--- src/rtl/cmt_pkg.sv ---
package cmt_pkg;
    localparam int ADDR_W = 6;

    localparam logic [ADDR_W-1:0] OFS_CMP  = 6'h00;
    localparam logic [ADDR_W-1:0] OFS_CNT  = 6'h04;
    localparam logic [ADDR_W-1:0] OFS_STAT = 6'h10;
    localparam logic [ADDR_W-1:0] OFS_GO   = 6'h14;
    localparam logic [ADDR_W-1:0] OFS_HALT = 6'h18;
    localparam logic [ADDR_W-1:0] OFS_MODE = 6'h20;

    localparam int MODE_BIT = 1;

    typedef enum logic [1:0] {
        ST_IDLE     = 2'd0,
        ST_INTERVAL = 2'd1,
        ST_FREE     = 2'd2
    } ctrl_state_t;
endpackage

--- src/rtl/cmt_regbank.sv ---
module cmt_regbank
    import cmt_pkg::*;
#(
    parameter int CNT_W = 32
) (
    input  logic              clk,
    input  logic              rst_n,
    input  logic              sel,
    input  logic              wr,
    input  logic [ADDR_W-1:0] addr,
    input  logic [CNT_W-1:0]  wdata,
    input  logic [CNT_W-1:0]  cnt_val,
    input  logic              running,
    output logic [CNT_W-1:0]  rdata,
    output logic [CNT_W-1:0]  cmp_q,
    output logic              mode_q,
    output logic              go_pulse,
    output logic              halt_pulse
);
    logic wr_hit;

    assign wr_hit     = sel && wr;
    assign go_pulse   = wr_hit && (addr == OFS_GO)   && wdata[0];
    assign halt_pulse = wr_hit && (addr == OFS_HALT) && wdata[0];

    always_ff @(posedge clk) begin
        if (!rst_n) begin
            cmp_q  <= '0;
            mode_q <= 1'b0;
        end else if (wr_hit) begin
            if (addr == OFS_CMP)  cmp_q  <= wdata;
            if (addr == OFS_MODE) mode_q <= wdata[MODE_BIT];
        end
    end

    always_comb begin
        rdata = '0;
        if (sel && !wr) begin
            case (addr)
                OFS_CMP:  rdata = cmp_q;
                OFS_CNT:  rdata = cnt_val;
                OFS_STAT: rdata = {{(CNT_W-1){1'b0}}, running};
                OFS_MODE: rdata = {{(CNT_W-2){1'b0}}, mode_q, 1'b0};
                default:  rdata = '0;
            endcase
        end
    end
endmodule

--- src/rtl/cmt_ctrl.sv ---
module cmt_ctrl
    import cmt_pkg::*;
#(
    parameter int CNT_W = 32
) (
    input  logic             clk,
    input  logic             rst_n,
    input  logic             go,
    input  logic             halt,
    input  logic             tick,
    input  logic [CNT_W-1:0] cmp_q,
    input  logic             mode_q,
    output logic [CNT_W-1:0] cnt,
    output logic [CNT_W-1:0] cmp_act,
    output logic             running,
    output logic             free_mode,
    output logic             irq
);
    ctrl_state_t state, state_nx;
    logic [CNT_W-1:0] cnt_inc;

    assign cnt_inc   = cnt + 1'b1;
    assign running   = (state != ST_IDLE);
    assign free_mode = (state == ST_FREE);

    always_comb begin
        state_nx = state;
        if (halt)
            state_nx = ST_IDLE;
        else if (go)
            state_nx = mode_q ? ST_FREE : ST_INTERVAL;
    end

    always_ff @(posedge clk) begin
        if (!rst_n) state <= ST_IDLE;
        else        state <= state_nx;
    end

    always_ff @(posedge clk) begin
        if (!rst_n) begin
            cnt     <= '0;
            cmp_act <= '0;
            irq     <= 1'b0;
        end else begin
            irq <= 1'b0;
            if (halt) begin
                cnt <= cnt;
            end else if (go) begin
                cmp_act <= cmp_q;
                cnt     <= mode_q ? '0 : cmp_q;
            end else if (tick) begin
                unique case (state)
                    ST_IDLE: cnt <= cnt;
                    ST_INTERVAL: begin
                        if (cnt == '0) begin
                            cnt <= cmp_act;
                            irq <= 1'b1;
                        end else begin
                            cnt <= cnt - 1'b1;
                        end
                    end
                    ST_FREE: begin
                        cnt <= cnt_inc;
                        if (cnt_inc == cmp_act) irq <= 1'b1;
                    end
                endcase
            end
        end
    end
endmodule

--- src/rtl/cmt_channel.sv ---
module cmt_channel
    import cmt_pkg::*;
#(
    parameter int CNT_W = 32
) (
    input  logic              clk,
    input  logic              rst_n,
    input  logic              bus_sel,
    input  logic              bus_wr,
    input  logic [ADDR_W-1:0] bus_addr,
    input  logic [CNT_W-1:0]  bus_wdata,
    output logic [CNT_W-1:0]  bus_rdata,
    input  logic              tick,
    output logic              irq
);
    logic [CNT_W-1:0] cnt_val;
    logic [CNT_W-1:0] cmp_q;
    logic [CNT_W-1:0] cmp_act;
    logic             mode_q;
    logic             go_pulse;
    logic             halt_pulse;
    logic             running;
    logic             free_mode;

    cmt_regbank #(.CNT_W(CNT_W)) u_regs (
        .clk        (clk),
        .rst_n      (rst_n),
        .sel        (bus_sel),
        .wr         (bus_wr),
        .addr       (bus_addr),
        .wdata      (bus_wdata),
        .cnt_val    (cnt_val),
        .running    (running),
        .rdata      (bus_rdata),
        .cmp_q      (cmp_q),
        .mode_q     (mode_q),
        .go_pulse   (go_pulse),
        .halt_pulse (halt_pulse)
    );

    cmt_ctrl #(.CNT_W(CNT_W)) u_ctrl (
        .clk       (clk),
        .rst_n     (rst_n),
        .go        (go_pulse),
        .halt      (halt_pulse),
        .tick      (tick),
        .cmp_q     (cmp_q),
        .mode_q    (mode_q),
        .cnt       (cnt_val),
        .cmp_act   (cmp_act),
        .running   (running),
        .free_mode (free_mode),
        .irq       (irq)
    );
endmodule

--- config.mk ---
export PLATFORM = sky130hd
export DESIGN_NAME = cmt_channel
export DESIGN_NICKNAME = d
export VERILOG_FILES = /design/src/rtl/cmt_pkg.sv /design/src/rtl/cmt_regbank.sv /design/src/rtl/cmt_ctrl.sv /design/src/rtl/cmt_channel.sv
export SDC_FILE = /design/constraint.sdc
export NUM_CORES = 1
export LEC_CHECK = 0
export ABC_AREA = 1
export BUFFER_PORTS_ARGS = -buffer_cell sky130_fd_sc_hd__buf_2
export CAP_MARGIN = 20
export CORE_UTILIZATION = 46
export DETAILED_ROUTE_END_ITERATION = 12
export PLACE_DENSITY_LB_ADDON = 0.3
export SYNTH_ARGS = -nofsm -noshare
export SYNTH_HDL_FRONTEND = slang
export SYNTH_SLANG_ARGS = --single-unit
--- constraint.sdc ---
create_clock -name clk -period 2.56 [get_ports clk]
set_clock_uncertainty 0.15 [all_clocks]
set_input_delay 0 -clock clk [delete_from_list [all_inputs] [get_ports clk]]
set_output_delay 0 -clock clk [all_outputs]
set_load 0.01 [all_outputs]
==> summary.txt <==
status: completed
Compound-Gate Fraction of Synth Area: 22.3%
GPL Wtd Cong: 0.984
top layer used by detailed routing: met4
CTS buffer count: 9
RSZ-0062 raised after global routing: yes
synthesized flop and latch total: 100
Reg clk slew, reported paths: 0.07 ns
Switching Share: 26.4%
later-pin clock latency in the skew report: 0.36 ns
multiplexer area fraction after synthesis: 0%
htree depth: 3
synthesized area per cell: 6.14 sq um
P per Cell Area: 392 nW/um^2
die width: 129 um
post-synthesis instance total: 1217
critical path fanouts, max: 13
Worst Hold End: u_ctrl.state[0]
async set or reset register ratio after synthesis: 0%
critical path's top delay family: simple AND/OR/NAND/NOR gates
depth of the most critical reg-to-reg path: 14
final wirelength: 26700 um
relative slew slack: 23.1%
Worst-Margin Slew: 1.15 ns
DR WL met3: 1900 um
Die Y: 129 um
Ys Warns: 0
Synth top area share: 26.8%
Simple-Gate Fraction of Synth Area: 36.0%
Crit Path Category: reg2reg
Tmin final: 2.40 ns
main combinational cell family by area after synthesis: simple AND/OR/NAND/NOR gates
1st-pass router iterations: 5
Std-Cell Rows: 46
Initial DRC Count: 826
Antenna Violating Nets Remaining: 0
Worst path max stage delay: 0.38 ns
synthesis-to-finish area growth: 22.0%
Synth Area in XOR/XNOR: 3.05%
CTS root buf: clkbuf_16
PortBufs: 75
initial antenna violation count: 0
post-synth cell types: 44
Hold Path Origin: bus_addr[3]
dpl hpwl: 19500 um
combinational power share: 12.7%
Die ar.: 16800 sq um
Synth area leaders: dfxtp_1 27%, nand2_1 13%, nor2_1 9.6%
Main synth FF type: dfxtp_1
Setup crit end kind: register
I/O pin cnt: 76
slowest CP cell: dfxtp_4
NetSw: 0.942 mW
Post-Layout Cell Count: 1560
deepest clock path buffer count: 2
VDD IR max: 316 uV
Placed Instances: 1503
grt total ovfl: 0
wire length on met1: 12300 um
diode count: 0
period utilisation layout: 93.7%
Slew Viols, Final: 0
Final Hold Viols: 0
Reg-to-Reg End: u_ctrl.cnt[8]
Overall Global Routing Usage: 32.9%
Buf/Inv on CP: 2
first-pass GRT wire length: 42000 um
core box area: 15900 sq um
Post-synth EDFFs: 0
CP required: 2.71 ns
Finished Core Util: 57.4%
CP Data Arrival Time: 2.55 ns
vias per std cell: 5.49
register area share after synthesis: 26.8%
Final setup viols: 0
CTS tree: done
DRC: 0
R2R Setup Slk: 0.16 ns
vias in the first global route: 7708
Syn Nets: 1265
Cell Chain, Critical Path: inv_2, ha_1, nand3_4, nor2_8, nand2_4, nor2_4, nand2_4, nor2_4, nand2_2, inv_4, nand2_1, o211ai_1, a21oi_1, nor2_1
LEAKAGE: 3.91 nW
worst hold path depth: 5
post-DR wirelength/cell: 17.1 um
layout cells sized above 1: 19.0%
total power: 3.57 mW
worst r2r src: u_ctrl.cnt[0]
min-delay worst type: in2reg
# Max-Cap Violations: 0
Internal: 2.63 mW
Synth area leader: dfxtp_1
metal2 WL: 11800 um
CTS Sinks: 100
nets@finish: 1388
Clock Power Share: 43.4%
f_max: 0.417 GHz
synthesized area: 7470 sq um
DR vias: 8570
Adder-Cell Fraction of Synth Area: 0.837%
largest net degree at the start of global routing: 104
CP Launch Type: register
Reg power frac: 43.9%
effective utilization at floorplan: 47.0%
[cells by family after synthesis]
logic type | Yosys count
DFF | 100
xor gates and xnor gates | 26
AOI/OAI and AO/OA | 291
and+or+nand+nor | 606
buffers and inverters | 189
adders and majority gates | 5
[cell usage in the layout (no fill, tap or decap), types with 13 or more instances in the layout]
master	synthesis	final
nand3_1	87	84
nand2_1	254	252
buf_4	7	69
a21oi_1	79	79
inv_1	109	109
nand2_2	14	15
nor2_2	10	15
dlygate4sd3_1	0	40
a22oi_1	31	31
nand4_1	19	19
buf_2	12	75
dfxtp_1	100	86
o21ai_0	141	141
nor2_4	10	13
nor2_1	192	184
xor2_1	22	22
[per-layer routing]
layer	GRT usage, %	vias up
li1	-	4247
met1	46.8	3949
met2	50.6	340
met3	3.96	34
met4	12.7	0
met5	0	-
[worst min-delay path, cell delays in order]
cell and delay, ns:
buf_2 0.10, nor3_1 0.07, nand2_2 0.15, nand2_1 0.08
a21oi_1 0.14
[flip-flops by register name, indices dropped and copies added, names as in the netlist]
signal and count:
u_ctrl.irq 1, u_ctrl.cnt 32, u_ctrl.state 2, u_regs.mode_q 1
u_regs.cmp_q 32, u_ctrl.cmp_act 32
[layout make-up]
cell class | count | area (sq um)
fill | 1617 | 6770
multi-input combinational | 928 | 4710
sequential | 100 | 2020
timing repair buffer | 187 | 1350
inverter | 114 | 430
tap | 216 | 270
clock buffer | 10 | 239
clock inverter | 5 | 82.6
[through the flow]
stage,hold WS [ns],setup WS (ns),instance area (sq um),setup TNS (ns)
final,0.0688,0.161,9110,0
after global routing,0.145,-0.0173,9110,-0.0207
after CTS,0.0615,0.0113,9000,0
after detailed placement,0.0763,-0.0145,8280,-0.0145
after global placement,0.0697,-0.0128,8280,-0.0128
after floorplan,-0.0151,0.450,7470,0
[power groups by stage]
stage	clock [mW]	combinational (mW)	sequential, mW
6_report	1.55	0.454	1.57
3_3_place_gp	0	0.399	1.60
3_5_place_dp	0	0.401	1.60
2_1_floorplan	0	0.271	1.60
5_1_grt	1.61	0.491	1.57
4_1_cts	1.56	0.445	1.57
[synthesized netlist by cell type (2+ instances only)]
cell type,instances
nand4_1,19
dfxtp_1,100
xnor2_1,4
nor2_2,10
nor2_1,192
nor2_4,10
a21oi_2,6
nor3_1,6
o21ai_0,141
a21oi_1,79
a22oi_1,31
nand3_1,87
o221ai_1,4
buf_6,10
clkbuf_1,45
a31oi_1,3
o211ai_2,7
buf_4,7
nand2_4,3
nand2_1,254
nand3_2,3
o211ai_1,9
inv_1,109
nand2_2,14
o21ai_1,6
inv_2,3
ha_1,5
xor2_1,22
a211oi_1,2
buf_2,12
[what timing repair did]
item | 4_1_cts | 5_1_grt
pin swaps | 0 | 3
cloned | 0 | 0
hold buffers | 40 | 0
setup buffers | 0 | 2
hold endpoints to repair | 36 | 0
gates resized for setup | 4 | 31
endpoints found under the setup margin | 1 | 13
[worst max-delay path by stage]
stage,startpoint,end,depth (start not counted)
2_1_floorplan,u_ctrl.cnt[0],u_ctrl.cnt[15],11
3_5_place_dp,u_ctrl.cnt[10],u_ctrl.irq,15
4_1_cts,u_ctrl.cnt[9],u_ctrl.irq,15
3_3_place_gp,u_ctrl.cnt[10],u_ctrl.irq,15
6_report,u_ctrl.cnt[0],u_ctrl.cnt[8],14
5_1_grt,u_ctrl.cnt[2],u_ctrl.irq,16
No activity file was read; power rests on OpenSTA's default activity.
